$ cat src/rtl/bfly_pkg.sv
package bfly_pkg;

  // Strobes from a switch controller to its datapath, one bit per output.
  typedef struct packed {
    logic [1:0] load;  // capture a flit into this output register
    logic [1:0] sel;   // 0: take the lower input, 1: take the upper input
  } swStrobe_t;

  // Lower column of switch pair 'pair' in a stage that pairs columns
  // differing in bit 'bitPos': insert a 0 at that bit position.
  function automatic int lowCol(input int pair, input int bitPos);
    return ((pair >> bitPos) << (bitPos + 1)) | (pair & ((1 << bitPos) - 1));
  endfunction

endpackage

$ cat src/rtl/bfly_sw_ctrl.sv
module bfly_sw_ctrl
  import bfly_pkg::*;
(
  input  logic       clk,
  input  logic       rstN,
  input  logic [1:0] inValid,
  input  logic [1:0] inBit,     // destination bit this stage resolves
  input  logic [1:0] outReady,
  output logic [1:0] inReady,
  output logic [1:0] outValid,
  output swStrobe_t  strb
);

  logic [1:0] full;    // output register occupied
  logic [1:0] prio;    // preferred input per output when both request
  logic [1:0] space;
  logic [1:0] winner;
  logic [1:0] reqLo;   // lower input requests output o
  logic [1:0] reqHi;   // upper input requests output o

  always_comb begin
    for (int o = 0; o < 2; o++) begin
      reqLo[o] = inValid[0] && (inBit[0] == o[0]);
      reqHi[o] = inValid[1] && (inBit[1] == o[0]);
      space[o] = !full[o] || outReady[o];
      if (reqLo[o] && reqHi[o]) winner[o] = prio[o];
      else                      winner[o] = reqHi[o];
      strb.load[o] = space[o] && (reqLo[o] || reqHi[o]);
      strb.sel[o]  = winner[o];
    end
    for (int i = 0; i < 2; i++) begin
      inReady[i] = strb.load[inBit[i]] && (strb.sel[inBit[i]] == i[0]);
    end
  end

  always_ff @(posedge clk or negedge rstN) begin
    if (!rstN) begin
      full <= '0;
      prio <= '0;
    end else begin
      for (int o = 0; o < 2; o++) begin
        full[o] <= strb.load[o] | (full[o] & ~outReady[o]);
        if (reqLo[o] && reqHi[o] && space[o]) prio[o] <= ~winner[o];
      end
    end
  end

  assign outValid = full;

endmodule

$ cat src/rtl/bfly_sw_dp.sv
module bfly_sw_dp
  import bfly_pkg::*;
#(
  parameter  int HDR_W  = 3,
  parameter  int BODY_W = 24,
  localparam int FLIT_W = HDR_W + BODY_W
) (
  input  logic                   clk,
  input  swStrobe_t              strb,
  input  logic [1:0][FLIT_W-1:0] inFlit,
  output logic [1:0][FLIT_W-1:0] outFlit
);

  // Drop the resolved header bit so the next stage finds its bit on top.
  function automatic logic [FLIT_W-1:0] advance(input logic [FLIT_W-1:0] f);
    return {f[FLIT_W-1 -: HDR_W] << 1, f[BODY_W-1:0]};
  endfunction

  always_ff @(posedge clk) begin
    for (int o = 0; o < 2; o++) begin
      if (strb.load[o]) outFlit[o] <= advance(inFlit[strb.sel[o]]);
    end
  end

endmodule

$ cat src/rtl/bfly_fabric.sv
module bfly_fabric
  import bfly_pkg::*;
#(
  parameter  int NODES  = 8,
  parameter  int PAY_W  = 16,
  parameter  int TRL_W  = 8,
  localparam int STAGES = $clog2(NODES),
  localparam int BODY_W = PAY_W + TRL_W,
  localparam int FLIT_W = STAGES + BODY_W
) (
  input  logic                         clk,
  input  logic                         rstN,
  input  logic [NODES-1:0]             inValid,
  output logic [NODES-1:0]             inReady,
  input  logic [NODES-1:0][FLIT_W-1:0] inFlit,
  output logic [NODES-1:0]             outValid,
  input  logic [NODES-1:0]             outReady,
  output logic [NODES-1:0][BODY_W-1:0] outFlit
);

  localparam int PAIRS = NODES / 2;

  // Rank 0 is the input edge, rank STAGES the output edge.
  logic              rankValid [STAGES+1][NODES];
  logic              rankReady [STAGES+1][NODES];
  logic [FLIT_W-1:0] rankFlit  [STAGES+1][NODES];

  for (genvar c = 0; c < NODES; c++) begin : gEdge
    assign rankValid[0][c]      = inValid[c];
    assign rankFlit[0][c]       = inFlit[c];
    assign inReady[c]           = rankReady[0][c];
    assign outValid[c]          = rankValid[STAGES][c];
    assign outFlit[c]           = rankFlit[STAGES][c][BODY_W-1:0];
    assign rankReady[STAGES][c] = outReady[c];
  end

  for (genvar s = 1; s <= STAGES; s++) begin : gStage
    localparam int BITPOS = STAGES - s;  // column bit that differs in a pair
    for (genvar p = 0; p < PAIRS; p++) begin : gSw
      localparam int LO = lowCol(p, BITPOS);
      localparam int HI = LO + (1 << BITPOS);

      logic [1:0]             swInValid, swInBit, swInReady;
      logic [1:0]             swOutValid, swOutReady;
      logic [1:0][FLIT_W-1:0] swInFlit, swOutFlit;
      swStrobe_t              strb;

      assign swInValid  = {rankValid[s-1][HI], rankValid[s-1][LO]};
      assign swInBit    = {rankFlit[s-1][HI][FLIT_W-1], rankFlit[s-1][LO][FLIT_W-1]};
      assign swInFlit[0] = rankFlit[s-1][LO];
      assign swInFlit[1] = rankFlit[s-1][HI];
      assign swOutReady = {rankReady[s][HI], rankReady[s][LO]};

      assign rankReady[s-1][LO] = swInReady[0];
      assign rankReady[s-1][HI] = swInReady[1];
      assign rankValid[s][LO]   = swOutValid[0];
      assign rankValid[s][HI]   = swOutValid[1];
      assign rankFlit[s][LO]    = swOutFlit[0];
      assign rankFlit[s][HI]    = swOutFlit[1];

      bfly_sw_ctrl ctrl (
        .clk      (clk),
        .rstN     (rstN),
        .inValid  (swInValid),
        .inBit    (swInBit),
        .outReady (swOutReady),
        .inReady  (swInReady),
        .outValid (swOutValid),
        .strb     (strb)
      );

      bfly_sw_dp #(.HDR_W(STAGES), .BODY_W(BODY_W)) dp (
        .clk     (clk),
        .strb    (strb),
        .inFlit  (swInFlit),
        .outFlit (swOutFlit)
      );
    end
  end

endmodule

$ cat config.mk
export PLATFORM = sky130hd
export DESIGN_NAME = bfly_fabric
export DESIGN_NICKNAME = d
export VERILOG_FILES = /design/src/rtl/bfly_pkg.sv /design/src/rtl/bfly_sw_ctrl.sv /design/src/rtl/bfly_sw_dp.sv /design/src/rtl/bfly_fabric.sv
export SDC_FILE = /design/constraint.sdc
export NUM_CORES = 1
export LEC_CHECK = 0
export BUFFER_PORTS_ARGS = -buffer_cell sky130_fd_sc_hd__buf_2
export CAP_MARGIN = 15
export CORE_UTILIZATION = 35
export DETAILED_ROUTE_END_ITERATION = 8
export HOLD_SLACK_MARGIN = 0.1
export PLACE_DENSITY = 0.54
export SYNTH_ARGS = -nofsm -noshare
export SYNTH_HDL_FRONTEND = slang
export SYNTH_SLANG_ARGS = --single-unit
$ cat constraint.sdc
create_clock -name clk -period 10.7 [get_ports clk]
set_input_delay 1.605 -clock clk [delete_from_list [all_inputs] [get_ports clk]]
set_output_delay 1.605 -clock clk [all_outputs]
set_load 0.1 [all_outputs]
======== Word level (Yosys, flattened, before mapping) ========
Index checks and enable logic that the tools add are counted.
operators by class
  multiplexer cells ....................... 168
  reduce and logical (&&, ||, !) cells .... 216
  bitwise logic cells ..................... 132
  magnitude comparators ................... 48
operators with widths
  cell                                                                           count
  26-bit two-way mux                                                             32
  24-bit two-way mux                                                             16
  1-bit logical AND                                                              144
  1-bit two-way mux                                                              120
  1-bit by 2-bit less-than comparator with 1-bit output (second input constant)  48
  1-bit NOT                                                                      84
  1-bit logical OR                                                               48
  1-bit bitwise AND                                                              24
  1-bit zero test                                                                24
  1-bit bitwise OR                                                               24
word-level totals
  output and inout port bits .............. 208
  input port bits ......................... 234
  logic and storage cells ................. 624
  register bits after elaboration ......... 656

======== Depth between registers and ports, before layout ========
  word-level depth ........................ 18
  gate-level depth with buffers ........... 7
  mapped depth without buffers ............ 6

======== Hierarchy ========
A second synthesis with hierarchy kept.
second synthesis, totals
  cells, all modules ...................... 1716
  area total of the unflattened synthesis .. 32356.0 um^2
modules (own cells, without submodules)
  module        area each (um^2)  instances  sequential area each (um^2)  cells an instance
  bfly_sw_dp    2418.6            12         1561.5                       113
  bfly_sw_ctrl  277.8             12         100.1                        30

======== Least setup slack after synthesis ========
No wires, ideal clock.
  path kind ............................... input port to output port
  from .................................... in outReady[2]
  to ...................................... out inReady[1]
  stages on the path ...................... 6
  path buffers ............................ 0
  slack ................................... 3.631 ns
  arrival time ............................ 5.464 ns
  required time ........................... 9.095 ns
  cell sequence ........................... and2b_1 -> mux2i_1 -> a21boi_2 -> o221ai_2 -> inv_1 -> o41ai_1
on the way
  word-level cells in the longest chain between the ends .. 15
RTL lines
  element                                               RTL line            source
  start: declaration                                    bfly_fabric.sv:17   input logic [NODES-1:0] outReady,
  1-bit logical OR                                      bfly_sw_ctrl.sv:25  space[o] = !full[o] || outReady[o];
  1-bit logical AND                                     bfly_sw_ctrl.sv:28  strb.load[o] = space[o] && (reqLo[o] || reqHi[o]);
  1-bit two-way mux (implied by the code) (2 in a row)  bfly_sw_ctrl.sv:32  inReady[i] = strb.load[inBit[i]] && (strb.sel[inBit[i]] == i[0]);
  1-bit logical AND                                     bfly_sw_ctrl.sv:32
  1-bit logical OR                                      bfly_sw_ctrl.sv:25
  1-bit logical AND                                     bfly_sw_ctrl.sv:28
  1-bit two-way mux (implied by the code) (2 in a row)  bfly_sw_ctrl.sv:32
  1-bit logical AND                                     bfly_sw_ctrl.sv:32
  1-bit logical OR                                      bfly_sw_ctrl.sv:25
  1-bit logical AND                                     bfly_sw_ctrl.sv:28
  1-bit two-way mux (implied by the code) (2 in a row)  bfly_sw_ctrl.sv:32
  1-bit logical AND                                     bfly_sw_ctrl.sv:32
  end: declaration                                      bfly_fabric.sv:14   output logic [NODES-1:0] inReady,
Every way passes these cells. The select of a mux whose other input is x is not followed.

==> flow_summary.yaml <==
die:
  die_w_um: 285.8
  core-area_um2: 79390
  initial_utilization: 0.3550
  dieArea_um2: 81660
  rows: 103
  die_h_um: 285.8
  num_io_pins: 442
placement:
  io_buffers: 441
  gp_congestion: 0.9343
  place_hpwl_mm: 67.72
  placedCellCount: 3135
clock_tree:
  cts_setup_buffers: 0
  clock_path_buffers: 3
  cts_tree: "yes"
  clk_pin_slew_ps: 60
  cts_resized: 0
  cts-root-buf: "clkbuf_16"
  ctsHtreeMaxLevel: 3
  clk_latency_ps: 620
  ctsHoldBuffers: 0
  cts_sinks: 648
  numCtsBuffers: 74
critical_path:
  crit_chain: "buf_2, nor2b_1, mux2i_1, a21boi_1, o221ai_1, and2b_1, buf_4, a22o_1, buf_2"
  crit_arrival_ps: 4040
  r2r-start: "gStage[2].gSw[0].dp.outFlit[26]$_DFFE_PP_"
  required_ps: 9100
  critical_path.most_common_cell: "buf_2"
  rr_endpoint: "gStage[1].gSw[2].dp.outFlit[13]$_DFFE_PP_"
  timing.reg2reg.setup_slack_ps: 7810
  worstSetupEndpointType: "output pin"
  start_kind: "input port"
  crit_fanout: 27
  path_class: "in2out"
  slowest_stage: "a21boi_1"
  r2r_cells: 6
  cp-startpoint: "outReady[0]"
  critPathMaxStageDelay_ps: 430
logic_synthesis:
  yosysUniqueCellTypes: 70
  syn_area_per_cell_um2: 16.96
  ys_seq_elements: 648
  synthTopCellsByArea: "edfxtp_1, mux2_2, dfrtp_1"
  ys_seq_area_frac: 0.6819
  netlist.area_leader.share: 0.6393
  async_flop_share: 0.07407
  synth-edff-count: 600
  yosysTopAreaCell: "edfxtp_1"
  syn-num-nets: 1896
  ys_warn_count: 0
  ys.flop_type: "edfxtp_1"
  synthCells: 1662
  syn_area_um2: 28180
drt:
  avgViaCountPerCell: 5.020
  wire_per_inst_um: 26.88
  postRouteAntennaNets: 0
  wl_met1_mm: 33.83
  wl_met2_mm: 45.40
  firstDrtPassIters: 4
  topRoutingLayerUsed: "met5"
  met3_length_mm: 6.349
  vias: 16430
  drtIter0Drc: 1173
  wirelength_mm: 87.96
  drc: 0
grt:
  grt_overflow: 0
  grt_max_degree: 49
  grt_first_pass_wirelength_mm: 121.9
  grt_pass1_vias: 17210
  track_usage: 0.2126
  antenna_found_initial: 33
run_status:
  outcome: "finished clean"
sta:
  rsz0062_at_grt: "no"
  max_slew.worst_pin.slew_ps: 1076
  hold_violations: 0
  setup_viol: 0
  final_max_slew_viol_count: 0
  slew_headroom: 0.2810
  clock_skew_ps: 26.14
  fin_crit_ps: 5642
  fmax_mhz: 177.2
  tns_ps: 0
  post-route-period-util: 0.5273
hold_path:
  hold_end: "gStage[3].gSw[3].ctrl.prio[1]$_DFFE_PN0P_"
  min_path_type: "reg2reg"
  whs_path_depth: 1
  holdCritStartpoint: "gStage[3].gSw[3].ctrl.prio[1]$_DFFE_PN0P_"
layout:
  fin_util: 0.4332
  fillers: 7261
  drive_above_1_share: 0.5512
  syn2layout_area_growth_pct: 22.03
  fin_cells: 3273
  final_nets: 2395
  multi_input_area_um2: 8731
  regArea_um2: 19220
job:
  max-cap-violations: 0
-- kinds of logic (layout without fill, tap and decap cells) --
kind of cell,count (synthesis),count (layout),share of synthesized area
muxes,577,577,0.2304
buffers and inverters,78,633,0.01265
and+or+nand+nor,264,264,0.04604
xor gates and xnor gates,24,24,0.007458
DFF,648,648,0.6819
AOI/OAI and AO/OA,71,71,0.02153
other,0,6,0
-- cells in the final DEF, fill, tap and decap left out, types with 5 or more instances in the layout --
cell         n
nand2_1    128
edfxtp_1   600
clkbuf_1    15
mux2_1       8
nand3_1     17
o21bai_2     6
nor3_1      11
and2b_1      5
o21a_1       6
buf_2      441
mux2_2     566
buf_4       45
a21boi_2     6
xnor2_1     11
inv_1       13
dfrtp_1     48
a21oi_2      7
bufinv_16   12
clkinv_1    10
nand2b_1    19
nor2_1      14
nor2b_1     26
clkinv_2    11
diode_2      6
nor2_2      14
clkbuf_16   76
xor2_1      13
-- per-stage QoR --
stage,hold slack [ps],worst slack [ps],cell area (µm²)
6_report,471.5,5058,34390
5_1_grt,485.5,4883,34380
4_1_cts,475.3,5022,34380
3_5_place_dp,463.7,5031,31860
3_3_place_gp,452.6,5107,31860
2_1_floorplan,434.4,3631,28180
-- cell usage after synthesis, types with 3 or more instances --
| cell type | number |
|---|---|
| edfxtp_1 | 600 |
| mux2_2 | 566 |
| nand2_1 | 128 |
| buf_2 | 51 |
| dfrtp_1 | 48 |
| nor2b_1 | 27 |
| nor2_1 | 26 |
| nand2b_1 | 19 |
| nand3_1 | 17 |
| inv_1 | 13 |
| xor2_1 | 13 |
| clkbuf_1 | 11 |
| nor3_1 | 11 |
| xnor2_1 | 11 |
| a21oi_1 | 9 |
| mux2_1 | 8 |
| o21a_1 | 6 |
| o21bai_1 | 6 |
| a21boi_2 | 5 |
| and2b_1 | 5 |
| a211o_1 | 3 |
| a211oi_2 | 3 |
| and2_1 | 3 |
| and3b_1 | 3 |
| mux2i_1 | 3 |
| nand4b_1 | 3 |
| o21ai_0 | 3 |
| o21ai_1 | 3 |
| o31a_1 | 3 |
| or2_1 | 3 |
| or2_2 | 3 |
-- final cells by class --
| cell class | instances | area share |
|---|---|---|
| tap | 1050 | 0.03820 |
| multi-input combinational | 936 | 0.2539 |
| antenna | 6 | 0.0004366 |
| clock buffer | 92 | 0.05734 |
| inverter | 15 | 0.001637 |
| sequential | 648 | 0.5588 |
| clock inverter | 40 | 0.01572 |
| timing repair buffer | 486 | 0.07400 |
-- flip-flops by register name, indices dropped and copies added, names as in the netlist --
name / flops
gStage.gSw.ctrl.outValid: 24
gStage.gSw.ctrl.prio: 24
gStage.gSw.dp.outFlit: 600
-- worst max-delay path by stage --
stage,endpoint,slack (ps),depth (start not counted)
5_1_grt,inReady[3],4880,9
4_1_cts,inReady[3],5020,9
3_3_place_gp,inReady[3],5110,9
3_5_place_dp,inReady[3],5030,9
2_1_floorplan,inReady[1],3630,6
6_report,inReady[3],5060,9
-- worst max-delay path: cells and delay by family --
family | cells | cell delay, ps
mux | 1 | 150
simple gates | 2 | 540
buf+inv | 3 | 630
compound gates | 3 | 1080
-- layer usage --
layer  up-vias  GRT usage
met5         -          0
met2       553     0.3813
met1      8294     0.2486
met3       157    0.05829
met4        50    0.05628
li1       7375          -
Power is left out: the tool's default activity adds up to more than one toggle a clock period on the data nets, which glitch-free logic cannot reach.
